File: src/rtl/rlp_pkg.sv
package rlp_pkg;

    localparam int unsigned RATE_W  = 32;
    localparam int unsigned POS_W   = $clog2(RATE_W);
    localparam int unsigned IDX_W   = 7;
    localparam int unsigned FRAC_W  = 7;
    localparam int unsigned MAG_W   = 20;
    localparam int unsigned SLOPE_W = 7;
    localparam int unsigned SEGS    = 1 << IDX_W;
    localparam int unsigned WIN_W   = IDX_W + FRAC_W;
    localparam int unsigned LOG_ITER = MAG_W + 8;

    typedef struct packed {
        logic               found;
        logic [POS_W-1:0]   pos;
        logic [IDX_W-1:0]   idx;
        logic [FRAC_W-1:0]  frac;
    } norm_t;

    // log2(1 + k/SEGS) in Q.MAG_W, rounded; k may equal SEGS (gives 2^MAG_W)
    function automatic logic [MAG_W:0] log_seg(input int k);
        logic [63:0]         x;
        logic [127:0]        sq;
        logic [LOG_ITER-1:0] r;
        logic [LOG_ITER:0]   rr;
        x = 64'(SEGS + k) << (60 - IDX_W);
        r = '0;
        for (int b = LOG_ITER - 1; b >= 0; b--) begin
            sq = {64'd0, x} * {64'd0, x};
            x  = 64'(sq >> 60);
            if (x >= (64'd2 << 60)) begin
                r[b] = 1'b1;
                x    = x >> 1;
            end
        end
        if (k >= int'(SEGS)) begin
            rr = (LOG_ITER+1)'(1) << LOG_ITER;
        end else begin
            rr = {1'b0, r} + (LOG_ITER+1)'(128);
        end
        return (MAG_W+1)'(rr >> 8);
    endfunction

    function automatic logic [MAG_W-1:0] mag_of(input int k);
        logic [MAG_W:0] v;
        v = log_seg(k);
        return v[MAG_W-1:0];
    endfunction

    function automatic logic [SLOPE_W-1:0] slope_of(input int k);
        logic [MAG_W:0] d;
        d = log_seg(k + 1) - log_seg(k);
        return SLOPE_W'((d + (MAG_W+1)'(127)) >> 7);
    endfunction

endpackage

File: src/rtl/rlp_normalise.sv
module rlp_normalise
    import rlp_pkg::*;
(
    input  logic [RATE_W-1:0] prod,
    output norm_t             res
);
    logic [POS_W-1:0] shamt;
    logic [WIN_W-1:0] win;

    always_comb begin
        res = '0;
        for (int b = 1; b < int'(RATE_W); b++) begin
            if (prod[b]) begin
                res.found = 1'b1;
                res.pos   = POS_W'(b);
            end
        end
        shamt    = POS_W'(RATE_W - 1) - res.pos;
        win      = WIN_W'((prod << shamt) >> (RATE_W - 1 - WIN_W));
        res.idx  = win[WIN_W-1:FRAC_W];
        res.frac = win[FRAC_W-1:0];
    end
endmodule

File: src/rtl/rlp_log_rom.sv
module rlp_log_rom
    import rlp_pkg::*;
(
    input  logic [IDX_W-1:0]   idx,
    output logic [MAG_W-1:0]   mag,
    output logic [SLOPE_W-1:0] slope
);
    logic [MAG_W-1:0]   mag_tab   [SEGS];
    logic [SLOPE_W-1:0] slope_tab [SEGS];

    for (genvar g = 0; g < int'(SEGS); g++) begin : g_seg
        localparam logic [MAG_W-1:0]   SEG_MAG   = mag_of(g);
        localparam logic [SLOPE_W-1:0] SEG_SLOPE = slope_of(g);
        assign mag_tab[g]   = SEG_MAG;
        assign slope_tab[g] = SEG_SLOPE;
    end

    assign mag   = mag_tab[idx];
    assign slope = slope_tab[idx];
endmodule

File: src/rtl/rlp_assemble.sv
module rlp_assemble
    import rlp_pkg::*;
#(
    parameter int unsigned BIAS = 15
) (
    input  norm_t              nrm,
    input  logic [MAG_W-1:0]   mag,
    input  logic [SLOPE_W-1:0] slope,
    output logic [RATE_W-1:0]  pitch
);
    logic [RATE_W-1:0]         expo;
    logic [FRAC_W+SLOPE_W-1:0] interp;

    always_comb begin
        expo   = (RATE_W'(nrm.pos) - RATE_W'(BIAS)) << MAG_W;
        interp = (FRAC_W+SLOPE_W)'(nrm.frac) * (FRAC_W+SLOPE_W)'(slope);
        if (nrm.found) begin
            pitch = expo + RATE_W'(mag) + RATE_W'(interp);
        end else begin
            pitch = '0;
        end
    end
endmodule

File: src/rtl/rate_log_pitch.sv
module rate_log_pitch
    import rlp_pkg::*;
#(
    parameter int unsigned SCALE = 11185,
    parameter int unsigned BIAS  = 15
) (
    input  logic              clk,
    input  logic              rst,
    input  logic              in_valid,
    input  logic [31:0]       in_rate,
    output logic              out_valid,
    output logic [31:0]       out_pitch
);
    logic [RATE_W-1:0]  prod;
    norm_t              nrm;
    logic [MAG_W-1:0]   seg_mag;
    logic [SLOPE_W-1:0] seg_slope;
    logic [RATE_W-1:0]  pitch_c;

    assign prod = in_rate * RATE_W'(SCALE);

    rlp_normalise u_norm (
        .prod (prod),
        .res  (nrm)
    );

    rlp_log_rom u_rom (
        .idx   (nrm.idx),
        .mag   (seg_mag),
        .slope (seg_slope)
    );

    rlp_assemble #(.BIAS(BIAS)) u_asm (
        .nrm   (nrm),
        .mag   (seg_mag),
        .slope (seg_slope),
        .pitch (pitch_c)
    );

    always_ff @(posedge clk) begin
        if (rst) begin
            out_valid <= 1'b0;
            out_pitch <= '0;
        end else begin
            out_valid <= in_valid;
            if (in_valid) begin
                out_pitch <= pitch_c;
            end
        end
    end

    a_r1_reset_clear: assert property (@(posedge clk)
        rst |=> (!out_valid && out_pitch == '0));

    a_r2_valid_follows: assert property (@(posedge clk) disable iff (rst)
        in_valid |=> out_valid);

    a_r2_no_spurious: assert property (@(posedge clk) disable iff (rst)
        !in_valid |=> !out_valid);

    a_r9_hold_idle: assert property (@(posedge clk) disable iff (rst)
        !in_valid |=> $stable(out_pitch));

    a_r4_zero_rate: assert property (@(posedge clk) disable iff (rst)
        (in_valid && in_rate == '0) |=> out_pitch == '0);

    a_r5_no_lead_zero: assert property (@(posedge clk) disable iff (rst)
        (in_valid && !nrm.found) |=> out_pitch == '0);

    a_r6_exponent_field: assert property (@(posedge clk) disable iff (rst)
        (in_valid && nrm.found && nrm.frac == '0) |=>
        out_pitch[RATE_W-1:MAG_W] == (RATE_W-MAG_W)'(32'($past(nrm.pos)) - BIAS));
endmodule

File: config.mk
export PLATFORM = sky130hd
export DESIGN_NAME = rate_log_pitch
export DESIGN_NICKNAME = d
export VERILOG_FILES = /design/src/rtl/rlp_pkg.sv /design/src/rtl/rlp_normalise.sv /design/src/rtl/rlp_log_rom.sv /design/src/rtl/rlp_assemble.sv /design/src/rtl/rate_log_pitch.sv
export SDC_FILE = /design/constraint.sdc
export NUM_CORES = 1
export LEC_CHECK = 0
export BUFFER_PORTS_ARGS = -buffer_cell sky130_fd_sc_hd__buf_4
export CAP_MARGIN = 30
export CORE_MARGIN = 2
export CORE_UTILIZATION = 40
export CTS_BUF_LIST = sky130_fd_sc_hd__clkbuf_4 sky130_fd_sc_hd__clkbuf_8
export CTS_CLUSTER_DIAMETER = 60
export CTS_CLUSTER_SIZE = 12
export DETAILED_ROUTE_END_ITERATION = 7
export MAX_ROUTING_LAYER = met4
export SYNTH_ARGS = -nofsm -noshare
export SYNTH_HDL_FRONTEND = slang
export SYNTH_SLANG_ARGS = --single-unit
File: constraint.sdc
create_clock -name clk -period 17.9 [get_ports clk]
set_input_delay 3.58 -clock clk [delete_from_list [all_inputs] [get_ports clk]]
set_output_delay 3.58 -clock clk [all_outputs]
set_load 0.005 [all_outputs]
=== Word-level counts from Yosys, hierarchy flattened ===
Memories as Yosys holds them, arrays and structs flattened.
Cells that the tools add are included.

* Register bits after elaboration: 33
* ROM bits: 3456
* Input port bits: 35
* Output and inout port bits: 33
* Logic and storage cells: 49
* Memories: 2

* Add/subtract/negate cells: 4
* $mul: 2
* Order comparisons: 1
* Shift-type cells: 1
* Mux-type cells: 36
* Bitwise gates (word level): 1

{| class="wikitable"
|+ Memory list
! memory !! depth !! bits a word !! rd ports !! clocked after Yosys merged registers in !! write ports !! line !! source
|-
| (name not given) || 128 || 20 || 1 || 0 || 0 || rlp_log_rom.sv:18 || <nowiki>assign mag = mag_tab[idx];</nowiki>
|-
| (name not given) || 128 || 7 || 1 || 0 || 0 || rlp_log_rom.sv:19 || <nowiki>assign slope = slope_tab[idx];</nowiki>
|}

{| class="wikitable"
|+ Operator list
! operator !! number
|-
| 2-to-1 mux 6 bit || 31
|-
| 2-to-1 mux 20 bit || 2
|-
| adder 32 x 14 -> 32 bit || 1
|-
| adder 32 x 20 -> 32 bit || 1
|-
| multiplier 32 x 14 -> 32 bit, second input constant || 1
|-
| 2-to-1 mux 32 bit || 1
|-
| left shift 32 x 5 -> 31 bit || 1
|-
| multiplier 7 x 7 -> 14 bit || 1
|-
| 2-to-1 mux 7 bit || 2
|-
| >= comparator 8 bit, second input constant || 1
|-
| inverter 7 -> 8 bit || 1
|-
| subtractor 5 x 4 -> 6 bit, second input constant || 1
|-
| subtractor 5 bit, first input constant || 1
|}

=== Depth between registers and ports, before layout ===
* Word-level depth: 41
* Mapped depth: 70
* Mapped depth without buffers: 61

=== By module ===
A second synthesis with hierarchy kept.

* Cell total of the unflattened synthesis: 1930
* Area total of the unflattened synthesis: 15117.0 um^2

{| class="wikitable"
|+ By module, submodules not included
! module !! instances !! cells each !! area each (um^2) !! seq. area each (um^2)
|-
| rate_log_pitch || 1 || 758 || 7134.3 || 660.6
|-
| rlp_log_rom || 1 || 591 || 3712.3 || 0.0
|-
| rlp_assemble || 1 || 350 || 2670.1 || 0.0
|-
| rlp_normalise || 1 || 231 || 1600.3 || 0.0
|}

=== Worst setup path before layout ===
Ideal clock, no wire load.

* Path kind: in2reg
* Start: input port in_rate[8]
* End: register out_pitch[24]
* Library setup time: 0.095 ns
* Arrival: 16.701 ns
* Required time: 17.805 ns
* Setup slack: 1.104 ns
* Cell stages on the path: 65
* Buffers on the path: 9
* Cell sequence: ha_1 -> inv_1 -> fa_1 -> fa_1 -> fa_1 -> inv_1 -> fa_1 -> inv_1 -> fa_1 -> inv_1 -> ha_1 -> buf_2 -> a21oi_2 -> nand3_1 -> a31oi_1 -> a21o_1 -> buf_4 -> mux2_2 -> [... 29 more ...] -> inv_1 -> nor2_1 -> nor2_1 -> o21bai_1 -> a21oi_1 -> o21bai_1 -> a21oi_1 -> o21bai_1 -> a21oi_1 -> o21bai_1 -> a21oi_1 -> o21bai_1 -> a21oi_1 -> nand3b_1 -> nor3_1 -> nand2_1 -> o21ai_0 -> a221oi_1

* Longest elaborated chain between the ends: 34
* Elaborated cells between the ends (all ways): 39
* Classes of those cells: add/sub (4); mul (2); shift (1); mux (29); bitwise (1); memory (2)

{| class="wikitable"
|+ Ends and longest elaborated chain
! element !! line !! source
|-
| from (decl) || rate_log_pitch.sv:10 || <nowiki>input logic [31:0] in_rate,</nowiki>
|-
| multiplier 32 x 14 -> 32 bit (*) || rate_log_pitch.sv:20 || <nowiki>assign prod = in_rate * RATE_W'(SCALE);</nowiki>
|-
| 2-to-1 mux 6 bit (24 in series) || rlp_normalise.sv:13 || <nowiki>if (prod[b]) begin</nowiki>
|-
| subtractor 5 bit || rlp_normalise.sv:18 || <nowiki>shamt = POS_W'(RATE_W - 1) - res.pos;</nowiki>
|-
| left shift 32 x 5 -> 31 bit || rlp_normalise.sv:19 || <nowiki>win = WIN_W'((prod << shamt) >> (RATE_W - 1 - WIN_W));</nowiki>
|-
| inverter 7 -> 8 bit (implied by the code) || rlp_log_rom.sv:18, rlp_log_rom.sv:19 ||
|-
| memory (128 x 7 bit) or memory (128 x 20 bit) (tied branches) || n/a ||
|-
| 2-to-1 mux 7 bit (implied by the code) or 2-to-1 mux 20 bit (tied branches) (2 in series) || rlp_log_rom.sv:19, rlp_log_rom.sv:18 ||
|-
| multiplier 7 x 7 -> 14 bit or adder 32 x 20 -> 32 bit (tied branches) || rlp_assemble.sv:16, rlp_assemble.sv:18 ||
|-
| adder 32 x 14 -> 32 bit || rlp_assemble.sv:18 || <nowiki>pitch = expo + RATE_W'(mag) + RATE_W'(interp);</nowiki>
|-
| 2-to-1 mux 32 bit (*) || rlp_assemble.sv:17 || <nowiki>if (nrm.found) begin</nowiki>
|-
| to (signal assigned) || rate_log_pitch.sv:47 || <nowiki>out_pitch <= pitch_c;</nowiki>
|-
| to (decl) || rate_log_pitch.sv:12 || <nowiki>output logic [31:0] out_pitch</nowiki>
|}

Every way passes the cells marked *; elsewhere a longest branch is shown, timed or not. The select of a mux whose other input is x is not followed.
A chain may end at the register's enable or synchronous reset.

=== Worst setup path after layout ===
* Start: input port in_rate[5]
* End: register out_pitch[30]

* Longest elaborated chain between the ends: 37
* Elaborated cells between the ends (all ways): 42
* Classes of those cells: add/sub (4); mul (2); shift (1); mux (32); bitwise (1); memory (2)

{| class="wikitable"
|+ Ends and longest elaborated chain
! element !! line
|-
| multiplier 32 x 14 -> 32 bit (*) || rate_log_pitch.sv:20
|-
| 2-to-1 mux 6 bit (27 in series) || rlp_normalise.sv:13
|-
| subtractor 5 bit || rlp_normalise.sv:18
|-
| left shift 32 x 5 -> 31 bit || rlp_normalise.sv:19
|-
| inverter 7 -> 8 bit (implied by the code) || rlp_log_rom.sv:18, rlp_log_rom.sv:19
|-
| memory (128 x 7 bit) or memory (128 x 20 bit) (tied branches) || n/a
|-
| 2-to-1 mux 7 bit (implied by the code) or 2-to-1 mux 20 bit (tied branches) (2 in series) || rlp_log_rom.sv:19, rlp_log_rom.sv:18
|-
| multiplier 7 x 7 -> 14 bit or adder 32 x 20 -> 32 bit (tied branches) || rlp_assemble.sv:16, rlp_assemble.sv:18
|-
| adder 32 x 14 -> 32 bit || rlp_assemble.sv:18
|-
| 2-to-1 mux 32 bit (*) || rlp_assemble.sv:17
|}

Marks and branches as above.

==> flow_metrics.env <==
export IMPL_grt_antenna_before_repair=0
export IMPL_dpl_cell_count=2704
export IMPL_syn_instance_count=2063
export IMPL_numClockSinks=33
export IMPL_timing_critical_path_arrival_ns=17.50
export IMPL_finalWeightedCongestion=1.03
export IMPL_clockRootBuffer="clkbuf_8"
export IMPL_cp_required_ns=18.08
export IMPL_area_growth_from_synthesis_to_final_layout_pct=14.5
export IMPL_core_region_area_um2=38900
export IMPL_setup_ws_final_ns=0.582
export IMPL_r2r_worst_path_cells=4
export IMPL_clk_latency_ns=0.29
export IMPL_synth_async_reset_ratio_pct=0
export IMPL_multiInputGateArea_um2=13700
export IMPL_pin_count_of_the_biggest_net_entering_global_routing=63
export IMPL_syn_cell_area_um2=15900
export IMPL_placement_setup_worst_slack_ns=0.0394
export IMPL_period_needed_ns=17.32
export IMPL_worstMarginPinSlew_ns=0.916
export IMPL_worst_path_largest_cell_delay_ns=0.62
export IMPL_synth_net_count=2438
export IMPL_drt_wirelength_per_cell_um=24.8
export IMPL_timing_reg2reg_setup_slack_ns=17.01
export IMPL_finalCritPeriodShare_pct=96.8
export IMPL_kind_of_end_point_of_the_critical_path="flip-flop"
export IMPL_worst_hold_path_type="flip-flop to flip-flop"
export IMPL_fraction_of_layout_cells_with_a_size_suffix_above_1_pct=16.3
export IMPL_num_fill_cells=3951
export IMPL_drt_vias_per_instance=6.24
export IMPL_grt_pass1_vias=16600
export IMPL_wire_length_of_the_first_global_routing_pass_um=103000
export IMPL_worst_setup_hold_path_clk_slew_ns=0.07
export IMPL_synth_area_per_inst_um2=7.70
export IMPL_die_h_um=203
export IMPL_count_of_vias_placed_by_the_detailed_router=16900
export IMPL_initialDrtViolationCount=2083
export IMPL_rr_startpoint="out_pitch[24]$_SDFFE_PP0P_"
export IMPL_setup_total_negative_slack_ns=0
export IMPL_setup_worst_path_start_class="primary input"
export IMPL_tritoncts="yes"
export IMPL_synth_seq_cells=33
export IMPL_slew_headroom_pct=38.3
export IMPL_placement_rows=72
export IMPL_detail_route_antenna_nets=0
export IMPL_ctsHtreeMaxLevel=2
export IMPL_remaining_drc_errors=0
export IMPL_status="complete, no violations"
export IMPL_final_core_utilization_pct=46.7
export IMPL_num_io_pins=68
export IMPL_dominantRegCellSynth="dfxtp_1"
export IMPL_detailedPlacementHpwl_um=54300
export IMPL_synth_seq_area_share_pct=4.16
export IMPL_die_width_um=203
export IMPL_instances_no_fill=2715
export IMPL_remaining_global_route_overflow=0
export IMPL_worst_setup_path_type="primary input to flip-flop"
export IMPL_fin_max_slew_vios=0
export IMPL_report_final_setup_viol=0
export IMPL_initial_utilization_pct=40.8
export IMPL_number_of_antenna_repair_diodes=0
export IMPL_clock_skew_ns=0
export IMPL_max_clock_path_buffers=2
export IMPL_final_seq_area_um2=661
export IMPL_tritoncts_num_buffers=5
export IMPL_worst_path_max_delay_cell="o21ai_0"
export IMPL_hold_path_cell_count=2
export IMPL_rr_endpoint="out_pitch[24]$_SDFFE_PP0P_"
export IMPL_maximum_frequency_from_static_timing_analysis_mhz=57.7
export IMPL_synth_warning_count=0
export IMPL_crit_path_max_fanout=31
export IMPL_timing_hold_worst_endpoint="out_pitch[25]$_SDFFE_PP0P_"
export IMPL_hold_violations=0
export IMPL_synth_cell_types=115
export IMPL_aggregate_routed_wire_length_um=67200
export IMPL_cap_violations=0
export IMPL_timing_hold_worst_start="out_pitch[25]$_SDFFE_PP0P_"
export IMPL_number_of_synthesized_flops_with_an_enable_pin=0
export IMPL_portBuffers=67
export IMPL_track_usage_pct=33.3
export IMPL_drtPass1Iterations=8
export IMPL_finalNetCount=2571
export IMPL_die_outline_area_um2=41300
==> Yosys cell counts (all sizes together) (17+ instances only) <==
| library cell | count | area share [%] |
|---|---|---|
| a211oi | 28 | 1.5 |
| a21o | 21 | 0.99 |
| a21oi | 141 | 4.6 |
| a22oi | 22 | 1.0 |
| a31oi | 32 | 1.3 |
| buf | 60 | 2.0 |
| clkbuf | 68 | 1.6 |
| dfxtp | 33 | 4.2 |
| fa | 161 | 20 |
| ha | 179 | 14 |
| inv | 287 | 6.8 |
| mux2i | 30 | 1.9 |
| nand2 | 160 | 3.8 |
| nand3 | 42 | 1.4 |
| nor2 | 165 | 4.0 |
| nor3 | 62 | 2.2 |
| o211ai | 43 | 2.1 |
| o21ai | 119 | 3.9 |
| o22ai | 19 | 0.79 |
| o311ai | 26 | 1.5 |
| xnor2 | 43 | 2.5 |
| xor2 | 17 | 0.98 |
==> cell type report <==
class / instances / share of cell area [%]
clock buffers: 5 / 0.378
clock inverters: 3 / 0.378
inverters: 288 / 5.96
multi-input cells: 1615 / 75.2
flip-flops and latches: 33 / 3.63
well taps: 518 / 3.56
repair buffers: 253 / 10.9
==> registers in the layout, summed over array words and instances (netlist names) <==
register,cells
out_pitch,32
out_valid,1
==> placed cells by master (no fill, tap or decap), types with 29 or more instances in the layout <==
cell / Yosys / routed
mux2i_1: 30 / 29
ha_1: 179 / 179
nor3_1: 57 / 57
dfxtp_1: 33 / 33
nor2_1: 163 / 163
a21oi_1: 136 / 135
xnor2_1: 41 / 41
nand3_1: 40 / 40
nand2_1: 159 / 159
a31oi_1: 31 / 31
o21ai_0: 111 / 110
buf_4: 5 / 245
inv_1: 284 / 284
o211ai_1: 40 / 40
fa_1: 161 / 161
==> critical path: cells and delay by family <==
family	cells	cell delay [ns]
AO/OA/AOI/OAI	21	4.39
adder cells (fa/ha/maj)	12	5.40
buffers and inverters	14	1.53
multiplexers	2	0.67
AND/OR/NAND/NOR	9	1.90
==> what timing repair did <==
item	4_1_cts	5_1_grt
endpoints found under the setup margin	0	16
endpoints found under the hold margin	0	0
gates resized for setup	0	12
setup buffers	0	2
hold buffers	0	0
==> through the flow <==
stage	hold slack, ns	instance area, um^2
6_report	0.446	18200
2_1_floorplan	0.435	15900
4_1_cts	0.447	18100
3_5_place_dp	0.436	18000
3_3_place_gp	0.431	18000
5_1_grt	0.459	18200
==> per-layer routing <==
layer / part of all wire, % / GRT usage, % / wire length (um) / vias to the layer above
met1: 46 / 48.3 / 30800 / 8244
met2: 42 / 49.4 / 28400 / 978
li1: - / - / - / 7550
met4: 3.4 / 9.28 / 2280 / 0
met5: 0 / - / 0 / -
met3: 8.6 / 2.97 / 5770 / 164
==> cells by family (layout without fill, tap and decap cells) <==
kind of cell               Yosys count  count (layout)  synth area share [%]
adders and majority gates          340             340                  34.4
xor gates and xnor gates            61              61                  3.59
and+or+nand+nor                    551             551                  16.9
muxes                               42              42                  2.98
buffers and inverters              416             549                  10.4
DFF                                 33              33                  4.16
AOI/OAI and AO/OA                  620             621                  27.6
==> worst max-delay path by stage <==
stage / start / endpoint / depth (start not counted)
CTS: in_rate[5] / out_pitch[30]$_SDFFE_PP0P_ / 55
floorplan: in_rate[8] / out_pitch[24]$_SDFFE_PP0P_ / 65
global placement: in_rate[5] / out_pitch[22]$_SDFFE_PP0P_ / 56
global route: in_rate[5] / out_pitch[27]$_SDFFE_PP0P_ / 55
finish: in_rate[5] / out_pitch[30]$_SDFFE_PP0P_ / 58
detailed placement: in_rate[5] / out_pitch[30]$_SDFFE_PP0P_ / 55
Power is not shown: default switching activity piles up to over one toggle a cycle in this logic, so the estimate is an artifact.
